**config.mk**
```make
export PLATFORM = sky130hd
export DESIGN_NAME = rstc_cascade
export DESIGN_NICKNAME = d
export VERILOG_FILES = /design/src/rtl/rstc_pkg.sv /design/src/rtl/rstc_sync.sv /design/src/rtl/rstc_level.sv /design/src/rtl/rstc_cascade.sv
export SDC_FILE = /design/constraint.sdc
export NUM_CORES = 1
export LEC_CHECK = 0
export ABC_AREA = 0
export BUFFER_PORTS_ARGS = -buffer_cell sky130_fd_sc_hd__buf_2
export CAP_MARGIN = 25
export CORE_ASPECT_RATIO = 0.5
export CORE_MARGIN = 2
export CORE_UTILIZATION = 38
export CTS_BUF_LIST = sky130_fd_sc_hd__clkbuf_4
export DETAILED_ROUTE_END_ITERATION = 12
export PLACE_DENSITY_LB_ADDON = 0.12
export SETUP_SLACK_MARGIN = 0.2
export SYNTH_ARGS = -nofsm -noshare
export SYNTH_HDL_FRONTEND = slang
export SYNTH_SLANG_ARGS = --single-unit
export TNS_END_PERCENT = 5
```
**constraint.sdc**
```tcl
create_clock -name clk -period 2.35 [get_ports clk]
set_input_delay 0.235 -clock clk [delete_from_list [all_inputs] [get_ports clk]]
set_output_delay 0.235 -clock clk [all_outputs]
set_load 0.01 [all_outputs]
```
**src/rtl/rstc_pkg.sv**
```systemverilog
package rstc_pkg;
  localparam int NSRC    = 2;
  localparam int SRC_PIN = 0;
  localparam int SRC_WDT = 1;

  typedef enum logic [1:0] {
    CAUSE_POR = 2'd0,
    CAUSE_PIN = 2'd1,
    CAUSE_WDT = 2'd2,
    CAUSE_SW  = 2'd3
  } cause_e;
endpackage

```
**src/rtl/rstc_sync.sv**
```systemverilog
module rstc_sync #(
  parameter int W = 4
) (
  input  logic         clk,
  input  logic         clr,
  input  logic [W-1:0] d,
  output logic [W-1:0] q
);
  logic [W-1:0] meta_q;

  always_ff @(posedge clk) begin
    if (clr) begin
      meta_q <= '0;
      q      <= '0;
    end else begin
      meta_q <= d;
      q      <= meta_q;
    end
  end
endmodule

```
**src/rtl/rstc_level.sv**
```systemverilog
module rstc_level #(
  parameter int                      HOLD  = 16,
  parameter int                      PULSE = 4,
  parameter int                      NSRC  = 2,
  parameter logic [NSRC-1:0]         MASK  = '0,
  parameter bit                      TOP   = 1'b0
) (
  input  logic            clk,
  input  logic            por,
  input  logic [NSRC-1:0] src,
  input  logic            upper_on,
  input  logic            sw_set,
  output logic            on_o,
  output logic            rst_o,
  output logic            sw_busy_o
);
  localparam int CW = $clog2(HOLD + 1);
  localparam int PW = $clog2(PULSE + 1);

  logic [CW-1:0] hold_cnt;
  logic [PW-1:0] pulse_cnt;
  logic          sw_q;
  logic          act;
  logic          sw_clr;

  assign act       = (|(src & MASK)) | upper_on | sw_q;
  assign on_o      = act | (hold_cnt != '0);
  assign sw_clr    = TOP ? 1'b0 : upper_on;
  assign sw_busy_o = sw_q;

  always_ff @(posedge clk) begin
    if (por) begin
      hold_cnt <= CW'(HOLD);
      rst_o    <= 1'b1;
    end else begin
      rst_o <= on_o;
      if (act)
        hold_cnt <= CW'(HOLD);
      else if (hold_cnt != '0)
        hold_cnt <= hold_cnt - 1'b1;
    end
  end

  always_ff @(posedge clk) begin
    if (por) begin
      sw_q      <= 1'b0;
      pulse_cnt <= '0;
    end else if (sw_clr) begin
      sw_q      <= 1'b0;
      pulse_cnt <= '0;
    end else if (sw_q) begin
      if (pulse_cnt == PW'(PULSE - 1)) begin
        sw_q      <= 1'b0;
        pulse_cnt <= '0;
      end else begin
        pulse_cnt <= pulse_cnt + 1'b1;
      end
    end else if (sw_set) begin
      sw_q      <= 1'b1;
      pulse_cnt <= '0;
    end
  end
endmodule

```
**src/rtl/rstc_cascade.sv**
```systemverilog
module rstc_cascade
  import rstc_pkg::*;
#(
  parameter int                       NLVL      = 4,
  parameter int                       HOLD      = 16,
  parameter int                       PULSE     = 4,
  parameter logic [NLVL*NSRC-1:0]     SRC_MASKS = 8'b00_00_10_01
) (
  input  logic            clk,
  input  logic            por_i,
  input  logic            ext_rst_i,
  input  logic            wdt_rst_i,
  input  logic            osc_ok_i,
  input  logic            flash_ok_i,
  input  logic            sw_wr_i,
  input  logic [NLVL-1:0] sw_lvl_i,
  output logic [NLVL-1:0] rst_o,
  output logic [1:0]      cause_o
);
  localparam int NSYNC = NSRC + 2;

  logic [NSYNC-1:0] sync_q;
  logic [NSRC-1:0]  src_s;
  logic             osc_s, flash_s;
  logic             wait_q;
  logic [NLVL-1:0]  lvl_on, sw_busy;
  cause_e           cause_q;

  rstc_sync #(.W(NSYNC)) u_sync (
    .clk (clk),
    .clr (por_i),
    .d   ({flash_ok_i, osc_ok_i, wdt_rst_i, ext_rst_i}),
    .q   (sync_q)
  );

  assign src_s[SRC_PIN] = sync_q[0];
  assign src_s[SRC_WDT] = sync_q[1];
  assign osc_s          = sync_q[2];
  assign flash_s        = sync_q[3];

  // widest level waits for both readiness flags after power-on or pin reset
  always_ff @(posedge clk) begin
    if (por_i)
      wait_q <= 1'b1;
    else if (src_s[SRC_PIN])
      wait_q <= 1'b1;
    else if (osc_s && flash_s)
      wait_q <= 1'b0;
  end

  genvar g;
  generate
    for (g = 0; g < NLVL; g++) begin : g_lvl
      logic upper;
      if (g == 0) begin : g_top
        assign upper = wait_q;
      end else begin : g_low
        assign upper = lvl_on[g-1];
      end
      rstc_level #(
        .HOLD  (HOLD),
        .PULSE (PULSE),
        .NSRC  (NSRC),
        .MASK  (SRC_MASKS[g*NSRC +: NSRC]),
        .TOP   (g == 0)
      ) u_lvl (
        .clk       (clk),
        .por       (por_i),
        .src       (src_s),
        .upper_on  (upper),
        .sw_set    (sw_wr_i & sw_lvl_i[g]),
        .on_o      (lvl_on[g]),
        .rst_o     (rst_o[g]),
        .sw_busy_o (sw_busy[g])
      );
    end
  endgenerate

  always_ff @(posedge clk) begin
    if (por_i)
      cause_q <= CAUSE_POR;
    else if (src_s[SRC_PIN])
      cause_q <= CAUSE_PIN;
    else if (src_s[SRC_WDT])
      cause_q <= CAUSE_WDT;
    else if (|sw_busy)
      cause_q <= CAUSE_SW;
  end

  assign cause_o = cause_q;
endmodule

```
**Yosys cells after proc, flatten, opt, wreduce, memory -nomap -nowiden**

Cells that the tools add are included.

- Memories kept: 0
- Logic and storage cells: 94
- Input bits: 11
- Latch bits: 0
- Bits in read-only memories: 0
- Bits in registers: 51
- RAM bits: 0
- Output and inout port bits: 6

- Shift-type cells: 0
- Bitwise operators: 14
- Add/subtract/negate cells: 8
- Div/mod/pow operators: 0
- Order comparisons: 0
- Reductions and logical operators: 20
- Equal/unequal tests: 4
- Multipliers: 0
- Mux-type cells: 27

Operators with widths:

| kind | count |
|---|---|
| 3-bit 2-to-1 mux | 12 |
| 5-bit nonzero test | 4 |
| 5-bit by 1-bit subtractor with 5-bit output (second input constant) | 4 |
| 2-bit OR reduction | 8 |
| 1-bit 2-to-1 mux | 13 |
| 3-bit by 1-bit adder with 3-bit output (second input constant) | 4 |
| 3-bit by 2-bit equality test with 1-bit output (second input constant) | 4 |
| 1-bit bitwise OR | 10 |
| 2-bit nonzero test | 5 |
| 1-bit bitwise AND | 4 |
| 2-bit 2-to-1 mux | 2 |
| 4-bit OR reduction | 1 |
| 3-bit nonzero test | 1 |
| 1-bit logical AND | 1 |

**Logic depth before layout (Yosys ltp)**

Gate-level depths: netlist of run 1.

- Depth in word-level cells: 10
- Depth in mapped cells: 6

**Cells and area by module**

Synthesis of run 1 repeated with hierarchy kept, for this count alone.

- Cell total of the unflattened synthesis: 225
- Area total of the unflattened synthesis: 2145.8 sq um

Modules (own cells, without submodules):

| module | seq. area each (sq um) | area an instance (sq um) | instances | cells an instance |
|---|---|---|---|---|
| rstc_level at g_lvl[1].u_lvl | 200.2 | 449.2 | 1 | 50 |
| rstc_level at g_lvl[3].u_lvl | 200.2 | 445.4 | 1 | 47 |
| rstc_level at g_lvl[0].u_lvl | 200.2 | 444.2 | 1 | 49 |
| rstc_level at g_lvl[2].u_lvl | 200.2 | 444.2 | 1 | 48 |
| rstc_sync | 160.2 | 210.2 | 1 | 16 |
| rstc_cascade | 60.1 | 152.6 | 1 | 15 |

**Worst setup path before layout of run 1**

No wires, ideal clock.

- Path kind: reg2reg
- From: register g_lvl[2].u_lvl.hold_cnt[0]
- To: register g_lvl[3].u_lvl.rst_o
- Required time: 2215 ps
- Arrival time: 1751 ps
- Cell stages (with the launch flop): 7
- Path buffers: 1
- Period minus slack after synthesis: 1886 ps
- Path slack: 464 ps
- Setup time: 135 ps
- Path through: dfxtp_1 inv_1 ha_1 or4b_4 buf_6 nand2b_4 or4_4

- Cells in the longest elaborated chain, start to end: 4

RTL lines:

| what | line | RTL |
|---|---|---|
| from (decl) | rstc_level.sv:20 | `logic [CW-1:0] hold_cnt;` |
| from (signal assigned) | rstc_level.sv:33 | `hold_cnt <= CW'(HOLD);` |
| from (signal assigned) | rstc_level.sv:38 | `hold_cnt <= CW'(HOLD);` |
| from (signal assigned) | rstc_level.sv:40 | `hold_cnt <= hold_cnt - 1'b1;` |
| 5-bit nonzero test | rstc_level.sv:27 | `assign on_o = act \| (hold_cnt != '0);` |
| 1-bit bitwise OR | rstc_level.sv:27 |  |
| 1-bit bitwise OR | rstc_level.sv:26 | `assign act = (\|(src & MASK)) \| upper_on \| sw_q;` |
| 1-bit bitwise OR | rstc_level.sv:27 |  |
| to (signal assigned) | rstc_level.sv:36 | `rst_o <= on_o;` |
| to (decl) | rstc_level.sv:14 | `output logic rst_o,` |

No other way between the ends.
A chain may end at the register's enable or synchronous reset.

**Final worst setup path of run 1**

- From: register g_lvl[1].u_lvl.hold_cnt[0]
- To: register g_lvl[3].u_lvl.rst_o

- Cells in the longest elaborated chain, start to end: 6

RTL lines:

| what | line |
|---|---|
| from (decl) | rstc_level.sv:20 |
| from (signal assigned) | rstc_level.sv:33 |
| from (signal assigned) | rstc_level.sv:38 |
| from (signal assigned) | rstc_level.sv:40 |
| 5-bit nonzero test | rstc_level.sv:27 |
| 1-bit bitwise OR | rstc_level.sv:27 |
| 1-bit bitwise OR | rstc_level.sv:26 |
| 1-bit bitwise OR | rstc_level.sv:27 |
| 1-bit bitwise OR | rstc_level.sv:26 |
| 1-bit bitwise OR | rstc_level.sv:27 |

No other way between the ends.

==> results.toml, run 1 <==
[min_path]
holdPathEnd = "u_sync.meta_q[0]$_SDFF_PP0_"
holdPathStages = 2
min_path_type = "primary input to register"
worstHoldStart = "ext_rst_i"

[global_route]
grt_max_degree = 17
grt_overflow_total = 0
grt_pass1_vias = 1414
track_usage = 0.122
antenna_found_initial = 0
grt_pass1_wl_um = 6120

[logic_synthesis]
synth-seq-cells = 51
syn-num-nets = 242
synth_area_mm2 = 0.00215
ys_warn_count = 0
ys_types = 44
synth.area.top_cells = "dfxtp_1 47%, ha_1 6.4%, xnor2_1 3.3%, nor2b_1 3.2%, nor2_1 3.1%"
yosys.area.top_type = "dfxtp_1"
synth_top_area_share = 0.474
syn_inst = 220
synth_flop_cell = "dfxtp_1"
ys_seq_area_frac = 0.474
syn_avg_cell_area_um2 = 9.79
ys_async_sr_fraction = 0
synth_edf_count = 0

[clock_network]
cts-htree-levels = 2
cts_tree = "done"
cts_buffers = 5
cts-root-buf = "clkbuf_4"
clkLatencyLatePin_ps = 360
cts_setup_buffers = 0
clockBufferDepth = 2
hold_buffers = 0
cts.sinks = 51
clkSlewWorstSetupHoldPaths_ps = 140

[pwr]
p_comb_frac = 0.036
irDropWorstVdd_uv = 224
cellLeakagePower_nw = 0.897
intPower_mw = 1.02
p_switching_uw = 298
p_per_area_mw_per_mm2 = 561
power.total_mw = 1.32
power.share.sequential = 0.671
power_frac_clock = 0.293
switching_share = 0.225

[timing]
setup_slack_ps = 380
max-slew-margin-rel = 0.758
rsz0062_at_grt = "false"
slew_viol_final = 0
skew_ps = 12.5
finalCritPeriodShare = 0.838
period_needed_ps = 1970
finalSetupViolations = 0
hold_ws_ps = 63.3
worst_pin_slew_ps = 354
setup_tns_ps = 0
clock.fmax_mhz = 508
hold_viol_final = 0

[cells_and_area]
antenna_cells = 0
drive_above_1_share = 0.160
fin_nets = 259
final_area_mm2 = 0.00236
area_delta_synth_final_pct = 9.41
post-route-util = 0.431
fin_cells = 311

[placement]
pre_cts_ws_ps = 168
gp_congestion = 0.785
placed_cells = 303
io_buffer_count = 16
detailed_place_hpwl_um = 2580
dpl_cell_area_mm2 = 0.00230

[setup_path]
cp_max_fo = 9
path_class = "register to register"
worst_setup_path_start_kind = "register"
r2r_slack_ps = 380
cp_top_family = "simple AND/OR/NAND/NOR gates"
r2r_end = "g_lvl[3].u_lvl.rst_o$_SDFF_PP1_"
crit_path_max_incr_delay_ps = 590
cp.depth = 5
crit_chain = "inv_1 > ha_1 > nor4b_2 > nand4_2 > or4_4"
reg2regPathDepth = 5
crit_required_ps = 2610
reg2reg_from = "g_lvl[1].u_lvl.hold_cnt[0]$_SDFFE_PP0P_"
crit_slowest_cell = "or4_4"
critPathBufInv = 1
endpoint_kind = "register"
crit_arrival_ps = 2230

[detailed_routing]
wire_per_inst_um = 11.4
post_drt_via_cell_ratio = 4.82
drc = 0
routed-via-count = 1498
ant_nets = 0
dr.pass1.iters = 4
wirelength_um = 3560
dr.first_iter.drc_count = 48

[die]
pin_count = 17
die_h_um = 57.2
coreArea_mm2 = 0.00547
die_width_um = 110
dieArea_mm2 = 0.00632
rows = 19
initial_core_util = 0.394

[run_status]
status = "finished, final reports clean"

[job]
maxCapViolCount = 0
==> synth_stat cells (2+ instances only) <==
| master | number |
|---|---|
| nand2b_1 | 6 |
| nor3_1 | 13 |
| or4_1 | 2 |
| nor4b_1 | 2 |
| a311oi_1 | 3 |
| nand3b_1 | 7 |
| nor2b_1 | 11 |
| a21oi_1 | 12 |
| nand2_1 | 13 |
| nand4_1 | 2 |
| nor2_1 | 18 |
| ha_1 | 11 |
| clkbuf_1 | 5 |
| a211oi_1 | 2 |
| nand3_1 | 3 |
| dfxtp_1 | 51 |
| buf_4 | 4 |
| nor4_1 | 3 |
| a2111oi_0 | 3 |
| nor3b_1 | 2 |
| xnor2_1 | 8 |
| a211o_1 | 3 |
| inv_1 | 13 |
| mux2i_1 | 3 |
==> sequential cells by signal, indices dropped and copies added, names as in the netlist <==
name,flops
u_sync.meta_q,4
u_sync.q,4
cause_o,2
g_lvl.u_lvl.hold_cnt,20
g_lvl.u_lvl.rst_o,4
g_lvl.u_lvl.pulse_cnt,12
g_lvl.u_lvl.sw_busy_o,4
g_lvl.upper,1
==> timing repair <==
| item | CTS | global route |
|---|---|---|
| setup endpoints to repair | 2 | 1 |
| resized for setup | 1 | 0 |
| pin swaps | 0 | 1 |
==> cell usage in the layout (no fill, tap or decap), drive strengths merged <==
cell     synthesis  layout
a211o            3       3
nand4            3       3
o22ai            1       1
or2              1       1
or3b             1       1
xnor2            8       8
a31oi            1       1
mux2i            3       3
nand4b           1       1
nor4             4       4
nor2b           11      11
clkinv           0       2
a311oi           3       3
clkbuf           5       6
o21bai           1       1
nor3b            2       2
o21ai            1       1
nand3            3       3
nor2            18      18
ha              11      11
and2             1       1
dfxtp           51      51
a22oi            1       1
xor2             1       1
buf              6      21
nor3            13      13
nand3b           7       7
a2111oi          4       4
or4              3       3
inv             13      13
nand2           13      13
nand2b           7       7
a211oi           2       2
a21oi           12      12
nor4b            3       3
or4b             2       2
==> metal layers <==
metal / part of all wire / vias to the layer above / global-route usage
li1: - / 797 / -
met1: 0.54 / 687 / 0.154
met2: 0.42 / 12 / 0.189
met3: 0.032 / 2 / 0.0489
met4: 0.0065 / 0 / 0.0482
met5: 0 / - / 0
==> layout make-up <==
class                   count  area [um2]
clock buffers               6        45.0
clock inverters             2        7.51
fillers                   556        3110
inverters                  13        48.8
multi-input cells         145        1020
flip-flops and latches     51        1020
well taps                  73        91.3
repair buffers             21         118
==> power groups by stage <==
stage / Combinational, mW / Sequential [mW] / Clock (mW)
3_5_place_dp: 0.0478 / 0.906 / 0
4_1_cts: 0.0480 / 0.888 / 0.411
5_1_grt: 0.0541 / 0.890 / 0.443
2_1_floorplan: 0.0301 / 0.903 / 0
6_report: 0.0472 / 0.887 / 0.387
3_3_place_gp: 0.0470 / 0.907 / 0
==> how the worst max path moves through the flow <==
stage                                      end                                     from  slack, ps
4_1_cts        g_lvl[3].u_lvl.rst_o$_SDFF_PP1_  g_lvl[1].u_lvl.hold_cnt[0]$_SDFFE_PP0P_        370
2_1_floorplan  g_lvl[3].u_lvl.rst_o$_SDFF_PP1_  g_lvl[2].u_lvl.hold_cnt[0]$_SDFFE_PP0P_        460
3_3_place_gp   g_lvl[3].u_lvl.rst_o$_SDFF_PP1_  g_lvl[1].u_lvl.hold_cnt[0]$_SDFFE_PP0P_        280
3_5_place_dp   g_lvl[3].u_lvl.rst_o$_SDFF_PP1_  g_lvl[1].u_lvl.hold_cnt[0]$_SDFFE_PP0P_        170
5_1_grt        g_lvl[3].u_lvl.rst_o$_SDFF_PP1_  g_lvl[1].u_lvl.hold_cnt[0]$_SDFFE_PP0P_        200
6_report       g_lvl[3].u_lvl.rst_o$_SDFF_PP1_  g_lvl[1].u_lvl.hold_cnt[0]$_SDFFE_PP0P_        380
==> kinds of logic (layout without fill, tap and decap cells) <==
family                   Yosys count  count (layout)  synth area share
multiplexers                       3               3            0.0139
adder cells (fa/ha/maj)           11              11            0.0639
AO/OA/AOI/OAI                     29              29            0.0936
flip-flops                        51              51             0.474
XOR/XNOR                           9               9            0.0366
AND/OR/NAND/NOR                   93              93             0.265
buffers and inverters             24              42            0.0529
(Power assumes the default switching activity.)
==> run 2: changes to the inputs <==
--- a/config.mk
+++ b/config.mk
@@ -5,7 +5,7 @@
 export SDC_FILE = /design/constraint.sdc
 export NUM_CORES = 1
 export LEC_CHECK = 0
-export ABC_AREA = 0
+export ABC_AREA = 1
 export BUFFER_PORTS_ARGS = -buffer_cell sky130_fd_sc_hd__buf_2
 export CAP_MARGIN = 25
 export CORE_ASPECT_RATIO = 0.5
==> constraint.sdc (replaced) <==
create_clock -name clk -period 1.93 [get_ports clk]
set_input_delay 0.193 -clock clk [delete_from_list [all_inputs] [get_ports clk]]
set_output_delay 0.193 -clock clk [all_outputs]
set_load 0.01 [all_outputs]
==> results.toml, run 2 <==
[setup_path]
cp_max_fo = 9
crit_arrival_ps = 1740
path_class = "register to register"
endpoint_kind = "register"
worst_setup_path_start_kind = "register"
crit_required_ps = 2170

[logic_synthesis]
synth_area_mm2 = 0.00226
synth_top_area_share = 0.452
synth_common_cells = "51 x dfxtp_1, 47 x inv_1, 39 x nand2_1"
synthMuxAreaShare = 0.00498
synth_flop_cell = "dfxtp_1"
synth.most_common_cell = "dfxtp_1"
synth_xor_xnor_area_share = 0.0155
ys_async_sr_fraction = 0
synth_adder_area_share = 0.0609
synth-seq-cells = 51
ys_types = 35
syn-num-nets = 291
synth_compound_area_frac = 0.112
ys_seq_area_frac = 0.452
ys_warn_count = 0
synth_edf_count = 0
syn_inst = 269
synth.area.top_cells = "dfxtp_1 45%, inv_1 7.8%, nand2_1 6.5%, ha_1 6.1%, a21oi_1 4.2%"
synth_simple_gate_area_frac = 0.253
yosys.area.top_type = "dfxtp_1"
synth_top_family_by_area = "simple AND/OR/NAND/NOR gates"
syn_avg_cell_area_um2 = 8.40

[cells_and_area]
nFillCells = 574
area_delta_synth_final_pct = 10.2
top_regs = "g_lvl.u_lvl.hold_cnt: 20 flops, g_lvl.u_lvl.pulse_cnt: 12 flops"
fin_nets = 313
final-seq-area_mm2 = 0.00102
largest-register = "g_lvl.u_lvl.hold_cnt"
final_area_mm2 = 0.00249
drive_above_1_share = 0.182
mostFrequentLayoutCell = "dfxtp_1"
multi_input_area_mm2 = 0.00101
final_cell_mix = "51 x dfxtp_1, 47 x inv_1, 39 x nand2_1"
largest_reg_flops = 20
antenna_cells = 0

[clock_network]
clkSlewWorstSetupHoldPaths_ps = 150
cts_buffers = 5
cts.sinks = 51
cts-root-buf = "clkbuf_4"
cts_tree = "done"
clkLatencyLatePin_ps = 360
cts-htree-levels = 2
clockBufferDepth = 2

[detailed_routing]
dr.pass1.iters = 8
dr.first_iter.drc_count = 55
routed-via-count = 1672
ant_nets = 0
wirelength_um = 3750
wire_per_inst_um = 10.3
drc = 1
post_drt_via_cell_ratio = 4.58

[pwr]
cellLeakagePower_nw = 1.14
irDropWorstVdd_uv = 259
p_per_area_mw_per_mm2 = 649

[die]
die_h_um = 58.5
die_width_um = 113
dieArea_mm2 = 0.00662
initial_core_util = 0.403
coreArea_mm2 = 0.00561
rows = 19
pin_count = 17

[timing]
period_needed_ps = 1500
setup_tns_ps = 0
skew_ps = 8.40
finalCritPeriodShare = 0.777
clock.fmax_mhz = 667
rsz0062_at_grt = "false"
max-slew-margin-rel = 0.786
worst_pin_slew_ps = 314
slew_viol_final = 0
hold_ws_ps = 131
hold_viol_final = 0
finalSetupViolations = 0

[global_route]
grt_pass1_wl_um = 6630
grt_overflow_total = 0
grt_max_degree = 16
grt_pass1_vias = 1581
track_usage = 0.126
antenna_found_initial = 0

[min_path]
min_path_type = "primary input to register"

[run_status]
violations = "DRC"
status = "finished with violations"

[job]
maxCapViolCount = 0

[placement]
io_buffer_count = 16
dpl_cell_area_mm2 = 0.00240
gp_congestion = 0.797
detailed_place_hpwl_um = 2860
[run 2: kinds of logic after synthesis]
group,Yosys count
multiplexers,1
AO/OA/AOI/OAI,44
XOR/XNOR,4
buffers and inverters,57
adder cells (fa/ha/maj),11
AND/OR/NAND/NOR,101
flip-flops,51
[run 2: per-stage QoR]
step | power (mW) | utilization | instances | setup slack (ps)
2_1_floorplan | 1.14 | - | 269 | 626
3_3_place_gp | 1.17 | 0.428 | 353 | 512
3_5_place_dp | 1.17 | 0.428 | 353 | 437
4_1_cts | 1.65 | 0.444 | 365 | 403
5_1_grt | 1.70 | 0.444 | 365 | 293
6_report | 1.62 | 0.444 | 365 | 431
[run 2: area by class of cell]
type	count	share of cell area
flip-flops and latches	51	0.410
multi-input cells	161	0.406
inverters	52	0.0784
repair buffers	20	0.0482
well taps	73	0.0367
clock buffers	5	0.0151
clock inverters	3	0.00603
[run 2: layer usage]
layer,GRT usage,part of all wire
met5,0,0
met4,0.0366,0.0051
met3,0.0371,0.028
met1,0.150,0.53
met2,0.227,0.44
[run 2: where the power goes]
| group | internal, mW | switching (mW) |
|---|---|---|
| clock | 0.135 | 0.332 |
| combinational | 0.0319 | 0.0407 |
| sequential | 1.07 | 0.00818 |
[run 2: final timing paths]
check                                             end  slack, ps  cells past startpoint                               startpoint
min          g_lvl[1].u_lvl.pulse_cnt[1]$_SDFFE_PP0P_        130                      4                              sw_lvl_i[1]
min reg2reg                    u_sync.q[0]$_SDFF_PP0_        420                      2              u_sync.meta_q[0]$_SDFF_PP0_
max reg2reg           g_lvl[3].u_lvl.rst_o$_SDFF_PP1_        430                      7  g_lvl[0].u_lvl.hold_cnt[0]$_SDFFE_PP0P_
max                   g_lvl[3].u_lvl.rst_o$_SDFF_PP1_        430                      7  g_lvl[0].u_lvl.hold_cnt[0]$_SDFFE_PP0P_
[run 2: timing repair]
action / 4_1_cts / 5_1_grt
hold endpoints to repair: 4 / 0
hold buffers: 4 / 0
buffers inserted: 0 / 0
gates resized for setup: 0 / 0
[run 2: critical path, stage by stage (launching register included)]
cell and delay [ps]:
dfxtp_1 370, inv_1 90, ha_1 210, nand3_4 100, nor2_4 160, nand4_4 200
nor2_4 160, nand3_1 80
==> run 3: changes to the inputs <==
--- a/config.mk
+++ b/config.mk
@@ -5,7 +5,7 @@
 export SDC_FILE = /design/constraint.sdc
 export NUM_CORES = 1
 export LEC_CHECK = 0
-export ABC_AREA = 1
+export ABC_AREA = 0
 export BUFFER_PORTS_ARGS = -buffer_cell sky130_fd_sc_hd__buf_2
 export CAP_MARGIN = 25
 export CORE_ASPECT_RATIO = 0.5
==> constraint.sdc (replaced) <==
create_clock -name clk -period 1.4 [get_ports clk]
set_input_delay 0.14 -clock clk [delete_from_list [all_inputs] [get_ports clk]]
set_output_delay 0.14 -clock clk [all_outputs]
set_load 0.01 [all_outputs]
==> results.toml, run 3 (synthesized netlist as in run 1, its figures left out) <==
[detailed_routing]
routed-via-count = 1703
wirelength_um = 4130
dr.first_iter.drc_count = 41
drc = 0
dr.pass1.iters = 4
ant_nets = 0
wire_per_inst_um = 11.5
post_drt_via_cell_ratio = 4.76

[cells_and_area]
final_area_mm2 = 0.00287
mostFrequentLayoutCell = "buf_4"
drive_above_1_share = 0.400
antenna_cells = 0
multi_input_area_mm2 = 0.00116
final-seq-area_mm2 = 0.00103
nFillCells = 497
largest_reg_flops = 20
fin_nets = 306
area_delta_synth_final_pct = 33.4
final_cell_mix = "47 x buf_4, 46 x dfxtp_1, 17 x nor2_1"
largest-register = "g_lvl.u_lvl.hold_cnt"
fin_cells = 358
top_regs = "g_lvl.u_lvl.hold_cnt: 20 flops, g_lvl.u_lvl.pulse_cnt: 12 flops"

[timing]
setup_slack_ps = -253
rsz0062_at_grt = "true"
hold_ws_ps = 81.5
period_needed_ps = 1650
finalCritPeriodShare = 1.18
clock.fmax_mhz = 605
finalSetupViolations = 28
skew_ps = 17.4
worst_pin_slew_ps = 372
slew_viol_final = 0
hold_viol_final = 0
max-slew-margin-rel = 0.749

[min_path]
holdPathStages = 4
worstHoldStart = "sw_lvl_i[1]"
min_path_type = "primary input to register"
holdPathEnd = "g_lvl[1].u_lvl.pulse_cnt[0]$_SDFFE_PP0P_"

[setup_path]
r2r_slack_ps = -250
reg2reg_from = "g_lvl[2].u_lvl.hold_cnt[1]$_SDFFE_PP0P_"
endpoint_kind = "register"
path_class = "register to register"
crit_arrival_ps = 1930
cp_max_fo = 4
reg2regPathDepth = 5
r2r_end = "g_lvl[3].u_lvl.rst_o$_SDFF_PP1_"
worst_setup_path_start_kind = "register"
crit_required_ps = 1670

[placement]
placed_cells = 343
gp_congestion = 0.760
dpl_cell_area_mm2 = 0.00262
io_buffer_count = 16
detailed_place_hpwl_um = 3020

[pwr]
cellLeakagePower_nw = 1.16
p_per_area_mw_per_mm2 = 787
irDropWorstVdd_uv = 434

[clock_network]
clkLatencyLatePin_ps = 370
cts.sinks = 51
clockBufferDepth = 2
cts_buffers = 5
clkSlewWorstSetupHoldPaths_ps = 150
cts-htree-levels = 2
cts-root-buf = "clkbuf_4"
cts_tree = "done"

[global_route]
grt_max_degree = 17
track_usage = 0.146
antenna_found_initial = 0
grt_pass1_vias = 1782
grt_pass1_wl_um = 7440
grt_overflow_total = 0

[die]
die_width_um = 110
dieArea_mm2 = 0.00632
rows = 19
initial_core_util = 0.394
coreArea_mm2 = 0.00547
pin_count = 17
die_h_um = 57.2

[job]
maxCapViolCount = 0

[run_status]
violations = "setup timing"
status = "finished with violations"
-- run 3: cell types whose count changed in the layout (fill, tap and decap cells not counted), moves of 7 or more --
cell      before  now
nor3_1         2   11
o21ai_0       12    1
nand3b_1       0    7
xnor2_1        1    8
nand3_1       11    3
nor2b_1        0   11
buf_4          0   47
a21oi_1       19   10
nand2_1       39   11
inv_1         47    7
-- run 3: timing repair --
| item | in CTS | in global routing |
|---|---|---|
| resized for setup | 19 | 17 |
| hold buffers | 4 | 0 |
| pin swaps | 7 | 10 |
| endpoints found under the hold margin | 4 | 0 |
| endpoints found under the setup margin | 38 | 38 |
| setup buffers | 3 | 0 |
-- run 3: layout make-up --
| type | count | area share |
|---|---|---|
| well taps | 73 | 0.0318 |
| flip-flops and latches | 51 | 0.358 |
| repair buffers | 68 | 0.169 |
| inverters | 13 | 0.0170 |
| clock inverters | 2 | 0.00436 |
| multi-input cells | 145 | 0.405 |
| clock buffers | 6 | 0.0157 |
-- run 3: how the worst max path moves through the flow --
stage	startpoint	end	slack, ps	depth (start not counted)
5_1_grt	g_lvl[2].u_lvl.hold_cnt[1]$_SDFFE_PP0P_	g_lvl[3].u_lvl.rst_o$_SDFF_PP1_	-300	5
3_3_place_gp	g_lvl[0].u_lvl.hold_cnt[0]$_SDFFE_PP0P_	g_lvl[3].u_lvl.hold_cnt[1]$_SDFFE_PP0P_	-270	6
3_5_place_dp	g_lvl[1].u_lvl.hold_cnt[1]$_SDFFE_PP0P_	g_lvl[3].u_lvl.hold_cnt[1]$_SDFFE_PP0P_	-370	6
4_1_cts	g_lvl[2].u_lvl.hold_cnt[1]$_SDFFE_PP0P_	g_lvl[3].u_lvl.rst_o$_SDFF_PP1_	-260	5
2_1_floorplan	g_lvl[2].u_lvl.hold_cnt[1]$_SDFFE_PP0P_	g_lvl[3].u_lvl.rst_o$_SDFF_PP1_	-370	6
6_report	g_lvl[2].u_lvl.hold_cnt[1]$_SDFFE_PP0P_	g_lvl[3].u_lvl.rst_o$_SDFF_PP1_	-250	5
-- run 3: where the power goes --
group,leakage [nW],switching (mW),internal [mW]
Clock,0.0317,0.453,0.214
Sequential,0.416,0.0117,1.47
Combinational,0.709,0.0513,0.0579
Total,1.16,0.516,1.74
-- run 3: critical path: stages, from the launching register on --
cell      delay [ps]
dfxtp_2          350
inv_2             70
ha_4             130
or4b_4           460
nand2b_4         170
or4_4            400
-- run 3: routing by layer --
layer / up-vias / GRT usage / share of wire
li1: 894 / - / -
met1: 790 / 0.167 / 0.48
met2: 14 / 0.274 / 0.48
met3: 5 / 0.0425 / 0.029
met4: 0 / 0.0375 / 0.0097
met5: - / 0 / 0
-- run 3: stage by stage --
stage	power (mW)	worst slack [ps]	utilization	setup TNS [ps]
finish	2.26	-253	0.525	-2690
global route	2.38	-303	0.525	-5590
CTS	2.29	-264	0.515	-4340
detailed placement	1.61	-372	0.479	-5790
global placement	1.61	-267	0.479	-4720
floorplan	1.57	-370	-	-3140
